==> src/rtl/bist_pkg.sv <==
package bist_pkg;
  localparam int unsigned WORD_W = 16;
  localparam int unsigned REG_W  = 8;
  localparam int unsigned ADDR_W = 3;

  localparam logic [ADDR_W-1:0] ADDR_CTRL   = 3'd0;
  localparam logic [ADDR_W-1:0] ADDR_OFFS   = 3'd1;
  localparam logic [ADDR_W-1:0] ADDR_FMT    = 3'd2;
  localparam logic [ADDR_W-1:0] ADDR_SIG_LO = 3'd3;
  localparam logic [ADDR_W-1:0] ADDR_SIG_HI = 3'd4;

  localparam logic [1:0] MODE_OFF  = 2'b00;
  localparam logic [1:0] MODE_PRBS = 2'b01;

  // feedback taps 16,15,13,4 -> bits 15,14,12,3
  localparam logic [WORD_W-1:0] POLY_MASK = 16'hD008;

  function automatic logic [WORD_W-1:0] shift_fb(input logic [WORD_W-1:0] s,
                                                 input logic [WORD_W-1:0] mask);
    return {s[WORD_W-2:0], ^(s & mask)};
  endfunction
endpackage

==> src/rtl/bist_prbs.sv <==
module bist_prbs #(
  parameter int unsigned W = 16,
  parameter logic [W-1:0] SEED = 16'hACE1,
  parameter logic [W-1:0] MASK = 16'hD008
) (
  input  logic         clk_i,
  input  logic         rst_ni,
  input  logic         load_i,
  input  logic         step_i,
  output logic [W-1:0] state_o
);
  logic [W-1:0] state_q;

  always_ff @(posedge clk_i or negedge rst_ni) begin
    if (!rst_ni)     state_q <= SEED;
    else if (load_i) state_q <= SEED;
    else if (step_i) state_q <= {state_q[W-2:0], ^(state_q & MASK)};
  end

  assign state_o = state_q;

  assert_lfsr_live_R5: assert property (@(posedge clk_i) disable iff (!rst_ni)
    state_q != '0);
endmodule

==> src/rtl/bist_datapath.sv <==
module bist_datapath #(
  parameter int unsigned W     = 16,
  parameter int unsigned OFF_W = 8
) (
  input  logic             clk_i,
  input  logic             rst_ni,
  input  logic             en_i,
  input  logic [W-1:0]     in_i,
  input  logic [OFF_W-1:0] off_i,
  input  logic             twos_i,
  output logic [W-1:0]     word_o,
  output logic [W-1:0]     data_o
);
  localparam int unsigned SUM_W = W + 1;
  localparam logic [W-1:0] POS_MAX = {1'b0, {(W-1){1'b1}}};
  localparam logic [W-1:0] NEG_MAX = {1'b1, {(W-1){1'b0}}};

  logic [SUM_W-1:0] sum;
  logic [W-1:0]     sat;
  logic [W-1:0]     data_q;

  assign sum = {in_i[W-1], in_i} + {{(SUM_W-OFF_W){off_i[OFF_W-1]}}, off_i};

  always_comb begin
    if (sum[SUM_W-1] != sum[SUM_W-2]) sat = sum[SUM_W-1] ? NEG_MAX : POS_MAX;
    else                              sat = sum[W-1:0];
  end

  assign word_o = twos_i ? sat : {~sat[W-1], sat[W-2:0]};

  always_ff @(posedge clk_i or negedge rst_ni) begin
    if (!rst_ni)   data_q <= '0;
    else if (en_i) data_q <= word_o;
  end

  assign data_o = data_q;

  // saturation must never wrap past the input
  assert_sat_up_R4: assert property (@(posedge clk_i) disable iff (!rst_ni)
    !off_i[OFF_W-1] |-> $signed(sat) >= $signed(in_i));
  assert_sat_dn_R4: assert property (@(posedge clk_i) disable iff (!rst_ni)
    off_i[OFF_W-1] |-> $signed(sat) <= $signed(in_i));
endmodule

==> src/rtl/bist_misr.sv <==
module bist_misr #(
  parameter int unsigned W = 16,
  parameter logic [W-1:0] MASK = 16'hD008
) (
  input  logic         clk_i,
  input  logic         rst_ni,
  input  logic         clr_i,
  input  logic         upd_i,
  input  logic [W-1:0] word_i,
  output logic [W-1:0] sig_o
);
  logic [W-1:0] sig_q;

  always_ff @(posedge clk_i or negedge rst_ni) begin
    if (!rst_ni)     sig_q <= '0;
    else if (clr_i)  sig_q <= '0;
    else if (upd_i)  sig_q <= {sig_q[W-2:0], ^(sig_q & MASK)} ^ word_i;
  end

  assign sig_o = sig_q;

  assert_sig_hold_R6: assert property (@(posedge clk_i) disable iff (!rst_ni)
    (!upd_i && !clr_i) |=> $stable(sig_q));
  assert_sig_clr_R8: assert property (@(posedge clk_i) disable iff (!rst_ni)
    clr_i |=> sig_q == '0);
endmodule

==> src/rtl/bist_ctrl.sv <==
module bist_ctrl
  import bist_pkg::*;
#(
  parameter int unsigned RUN_LEN = 256,
  parameter int unsigned OFF_W   = 8
) (
  input  logic              clk_i,
  input  logic              rst_ni,
  input  logic              enc_en_i,
  input  logic              we_i,
  input  logic [ADDR_W-1:0] addr_i,
  input  logic [REG_W-1:0]  wdata_i,
  input  logic [WORD_W-1:0] sig_i,
  output logic [REG_W-1:0]  rdata_o,
  output logic [OFF_W-1:0]  off_o,
  output logic              twos_o,
  output logic              active_o,
  output logic              start_o,
  output logic              clr_o,
  output logic              step_o,
  output logic              done_o
);
  localparam int unsigned CNT_W = (RUN_LEN > 1) ? $clog2(RUN_LEN) : 1;
  localparam logic [CNT_W-1:0] CNT_LAST = CNT_W'(RUN_LEN - 1);

  logic [1:0]       mode_q;
  logic             init_q;
  logic             done_q;
  logic             twos_q;
  logic [OFF_W-1:0] off_q;
  logic [CNT_W-1:0] cnt_q;
  logic             ctrl_wr, last;

  assign ctrl_wr  = we_i && (addr_i == ADDR_CTRL);
  assign start_o  = ctrl_wr && (wdata_i[1:0] == MODE_PRBS);
  assign clr_o    = start_o && wdata_i[2];
  assign active_o = (mode_q == MODE_PRBS);
  assign step_o   = active_o && enc_en_i && !ctrl_wr;
  assign last     = step_o && (cnt_q == CNT_LAST);

  always_ff @(posedge clk_i or negedge rst_ni) begin
    if (!rst_ni) begin
      mode_q <= MODE_OFF;
      init_q <= 1'b0;
      done_q <= 1'b0;
      cnt_q  <= '0;
    end else if (ctrl_wr) begin
      mode_q <= wdata_i[1:0];
      init_q <= wdata_i[2];
      cnt_q  <= '0;
      if (start_o) done_q <= 1'b0;
    end else if (last) begin
      mode_q <= MODE_OFF;
      done_q <= 1'b1;
      cnt_q  <= '0;
    end else if (step_o) begin
      cnt_q  <= cnt_q + 1'b1;
    end
  end

  always_ff @(posedge clk_i or negedge rst_ni) begin
    if (!rst_ni) begin
      off_q  <= '0;
      twos_q <= 1'b0;
    end else if (we_i) begin
      if (addr_i == ADDR_OFFS) off_q  <= wdata_i[OFF_W-1:0];
      if (addr_i == ADDR_FMT)  twos_q <= wdata_i[0];
    end
  end

  always_comb begin
    case (addr_i)
      ADDR_CTRL:   rdata_o = {5'b0, init_q, mode_q};
      ADDR_OFFS:   rdata_o = REG_W'(off_q);
      ADDR_FMT:    rdata_o = {7'b0, twos_q};
      ADDR_SIG_LO: rdata_o = sig_i[7:0];
      ADDR_SIG_HI: rdata_o = sig_i[15:8];
      default:     rdata_o = '0;
    endcase
  end

  assign off_o  = off_q;
  assign twos_o = twos_q;
  assign done_o = done_q;

  assert_run_end_R7: assert property (@(posedge clk_i) disable iff (!rst_ni)
    last |=> (mode_q == MODE_OFF) && done_q);
  assert_start_R10: assert property (@(posedge clk_i) disable iff (!rst_ni)
    start_o |=> !done_q && (cnt_q == '0) && (mode_q == MODE_PRBS));
  assert_rsvd_mode_R9: assert property (@(posedge clk_i) disable iff (!rst_ni)
    (mode_q[1] && !ctrl_wr) |=> $stable(cnt_q) && (mode_q[1] || done_q == $past(done_q)));
  assert_done_src_R7: assert property (@(posedge clk_i) disable iff (!rst_ni)
    $rose(done_q) |-> $past(active_o));
endmodule

==> src/rtl/bist_engine.sv <==
module bist_engine
  import bist_pkg::*;
#(
  parameter int unsigned RUN_LEN = 256,
  parameter logic [WORD_W-1:0] SEED = 16'hACE1
) (
  input  logic              clk_i,
  input  logic              rst_ni,
  input  logic              enc_en_i,
  input  logic [WORD_W-1:0] sample_i,
  input  logic              reg_we_i,
  input  logic [ADDR_W-1:0] reg_addr_i,
  input  logic [REG_W-1:0]  reg_wdata_i,
  output logic [REG_W-1:0]  reg_rdata_o,
  output logic [WORD_W-1:0] data_o,
  output logic              done_o
);
  localparam int unsigned OFF_W = REG_W;

  logic [OFF_W-1:0]  off;
  logic              twos, active, start, clr, step;
  logic [WORD_W-1:0] lfsr, src, word, sig;

  bist_ctrl #(.RUN_LEN(RUN_LEN), .OFF_W(OFF_W)) u_ctrl (
    .clk_i, .rst_ni, .enc_en_i,
    .we_i(reg_we_i), .addr_i(reg_addr_i), .wdata_i(reg_wdata_i),
    .sig_i(sig), .rdata_o(reg_rdata_o), .off_o(off), .twos_o(twos),
    .active_o(active), .start_o(start), .clr_o(clr), .step_o(step),
    .done_o(done_o)
  );

  bist_prbs #(.W(WORD_W), .SEED(SEED), .MASK(POLY_MASK)) u_prbs (
    .clk_i, .rst_ni, .load_i(start), .step_i(step), .state_o(lfsr)
  );

  assign src = active ? lfsr : sample_i;

  bist_datapath #(.W(WORD_W), .OFF_W(OFF_W)) u_dp (
    .clk_i, .rst_ni, .en_i(enc_en_i), .in_i(src), .off_i(off),
    .twos_i(twos), .word_o(word), .data_o(data_o)
  );

  bist_misr #(.W(WORD_W), .MASK(POLY_MASK)) u_misr (
    .clk_i, .rst_ni, .clr_i(clr), .upd_i(step), .word_i(word), .sig_o(sig)
  );
endmodule

==> config.mk <==
export PLATFORM = sky130hd
export DESIGN_NAME = bist_engine
export DESIGN_NICKNAME = d
export VERILOG_FILES = /design/src/rtl/bist_pkg.sv /design/src/rtl/bist_prbs.sv /design/src/rtl/bist_datapath.sv /design/src/rtl/bist_misr.sv /design/src/rtl/bist_ctrl.sv /design/src/rtl/bist_engine.sv
export SDC_FILE = /design/constraint.sdc
export NUM_CORES = 1
export LEC_CHECK = 0
export BUFFER_PORTS_ARGS = -buffer_cell sky130_fd_sc_hd__buf_4
export CELL_PAD_IN_SITES_DETAIL_PLACEMENT = 1
export CELL_PAD_IN_SITES_GLOBAL_PLACEMENT = 1
export CORE_AREA = 2 2 113 115
export CTS_CLUSTER_SIZE = 20
export DETAILED_ROUTE_END_ITERATION = 8
export DIE_AREA = 0 0 115 117
export PLACE_DENSITY_LB_ADDON = 0.1
export SLEW_MARGIN = 20
export SYNTH_ARGS = -nofsm -noshare
export SYNTH_HDL_FRONTEND = slang
export SYNTH_SLANG_ARGS = --single-unit
==> constraint.sdc <==
create_clock -name clk_i -period 4.25 [get_ports clk_i]
set_clock_uncertainty 0.05 [all_clocks]
set_input_delay 0.2125 -clock clk_i [delete_from_list [all_inputs] [get_ports clk_i]]
set_output_delay 0.2125 -clock clk_i [all_outputs]
set_load 0.03 [all_outputs]
==> qor.yml <==
status: "finished clean"
rsz0062_at_grt: "no"
synth_cell_types: 53
die_h_um: 117
worst_pin_slew_ps: 934
ff2ff_setup_slack_ps: 420
fp.dieW_um: 115
root_buffer: "clkbuf_16"
period_share: 0.901
async_reset_ff_frac: 1.00
power.total_mw: 4.11
clk_latency_ps: 340
area_growth_syn_to_layout_pct: 21.4
vias_per_cell: 5.25
dieArea_um2: 13500
final_cells: 649
crit_arrival_ps: 3990
worstReg2RegStart: "u_ctrl.mode_q[1]$_DFFE_PN0P_"
fin_tns_setup_ps: 0
vias: 3407
p_per_area_nw_per_um2: 800
synth_area_leaders: "dfrtp_1, mux2_2, nand2_1"
gr-total-overflow: 0
setup_slack_ps: 421
fmax_mhz: 261
dp_hpwl_um: 9000
grt_pass1_wl_um: 19800
worstSetupStartpointType: "flip-flop"
port_buffers: 55
layout-drive-gt1-share: 0.275
synth_top_area_share: 0.361
max_cap_viol_count: 0
postLayoutCoreUtil: 0.418
drc: 0
synth_ff_type: "dfrtp_1"
cp_num_buf_inv: 0
worstHoldEndpoint: "u_ctrl.off_o[4]$_DFFE_PN0P_"
syn_inst: 440
grt_usage: 0.195
final_nets: 543
startpoint: "u_ctrl.mode_q[1]$_DFFE_PN0P_"
worstSetupPathType: "reg -> reg"
hold_depth: 2
cts_resized: 0
cts_sinks: 69
drv_slew: 0
end_kind: "flip-flop"
hp-class: "in -> reg"
ys_warn_count: 0
ys_seq_elements: 69
coreArea_um2: 12300
first_iter_violations: 204
critical-path-max-stage-delay_ps: 530
cp_cell_sequence: "nand2b_1 > mux2_2 > ha_1 > fa_1 > a21o_1 > a21boi_1 > nor3_1 > o21ba_2 > and3_4 > o21ai_1 > xor2_1 > o21ai_1"
hold_viol_final: 0
hp-start: "reg_wdata_i[4]"
setup_violations: 0
p_leak_nw: 2.28
crit_top_cell: "o21ai_1"
first_pass_iters: 4
grt_max_degree: 70
final_cell_mix: "nand2_1, dfrtp_1, buf_4"
synth_edf_count: 0
final_common_cell: "nand2_1"
cts_made_buffers: 9
ant_nets: 0
worst_ep_required_time_ps: 4410
synth.avg_cell_area_um2: 9.62
relSlewSlack: 0.377
crit_slowest_cell: "nand2b_1"
postCtsSetupRepairBufs: 0
r2r_cells: 12
syn_nets: 489
peakVddDrop_uv: 331
ios: 56
yosysTopAreaCell: "dfrtp_1"
yosysSeqAreaShare: 0.410
first_global_vias: 3654
antenna_found_initial: 0
netlist_area_um2: 4230
cp_top_family: "compound AO/OA/AOI/OAI gates"
globalplace.congestion: 0.775
wl_um: 12100
clk_pin_slew_ps: 60
cts_tree: "done"
finalCriticalPeriod_ps: 3830
crit_fanout: 15
dp_cells: 632
antenna-diode-count: 0
place_ws_ps: 442
reg2reg_to: "u_misr.sig_o[14]$_DFFE_PN0P_"
clockBufferDepth: 2
start_util: 0.344
h-tree-depth: 3
rows: 41
wl_per_cell_um: 18.7
[Yosys cell counts (13+ instances only)]
cell type and instances:
nand2_1 70, o21ai_1 23, a21oi_1 27, nand3_1 13
dfrtp_1 61, o21ai_0 20, mux2_2 37, ha_1 17
xnor2_1 21, nor2_1 22, clkbuf_1 13, xor2_1 19
[cells by family after synthesis]
logic type	Yosys count	share of synthesized area
fa+ha+maj	18	0.0550
buf+inv	26	0.0239
mux	45	0.120
xor+xnor	40	0.0827
flops	69	0.410
compound gates	108	0.163
simple gates	134	0.145
[worst max-delay path by stage]
| stage | endpoint | slack [ps] | cells past startpoint |
|---|---|---|---|
| 2_1_floorplan | u_dp.data_o[1]$_DFFE_PN0P_ | 680 | 12 |
| 3_3_place_gp | u_misr.sig_o[14]$_DFFE_PN0P_ | 550 | 12 |
| 3_5_place_dp | u_misr.sig_o[14]$_DFFE_PN0P_ | 440 | 12 |
| 4_1_cts | u_misr.sig_o[14]$_DFFE_PN0P_ | 430 | 12 |
| 5_1_grt | u_misr.sig_o[14]$_DFFE_PN0P_ | 160 | 12 |
| 6_report | u_misr.sig_o[14]$_DFFE_PN0P_ | 420 | 12 |
[worst reg2reg max path, delay by kind of cell, from the launching register on]
kind | cells | cell delay [ps]
AO/OA/AOI/OAI | 5 | 1200
XOR/XNOR | 1 | 190
AND/OR/NAND/NOR | 3 | 870
multiplexers | 1 | 410
flip-flops | 1 | 350
adder cells (fa/ha/maj) | 2 | 630
[state kept, by name, indices dropped and copies added, names as in the netlist]
name / cells
u_misr.sig_o: 16
u_ctrl.done_o: 1
u_ctrl.init_q: 1
u_ctrl.mode_q: 2
u_dp.data_o: 16
u_ctrl.twos_o: 1
u_ctrl.cnt_q: 8
u_ctrl.off_o: 8
u_prbs.state_o: 16
[through the flow]
step / hold slack, ps / instance area (um^2)
after detailed placement: 369 / 4800
after CTS: 43.2 / 5140
after global placement: 363 / 4800
after floorplan: -133 / 4230
after global routing: 48.4 / 5140
final: 56.4 / 5140
[routing by layer]
layer	vias to the layer above	GRT usage	wire length [um]
li1	1660	-	-
met1	1671	0.262	5750
met2	63	0.321	5810
met3	13	0.0360	390
met4	0	0.0618	181
met5	-	0	0
[power by group]
part | internal, mW | switching (mW) | leakage, nW | total, mW
sequential | 0.954 | 0.257 | 0.842 | 1.21
clock | 0.546 | 0.289 | 0.156 | 0.835
combinational | 0.893 | 1.17 | 1.28 | 2.07
[timing repair]
item,CTS,global route
hold buffers,1,0
hold endpoints to repair,15,0
setup endpoints to repair,0,0
[cell type report]
type	instances	area, um^2
multi-input combinational	345	2400
timing repair buffer	60	453
clock inverter	3	67.6
sequential	69	1740
tap	150	188
fill	1391	7170
inverter	9	33.8
clock buffer	13	260
Note: power is estimated with default switching activity, not from simulation.
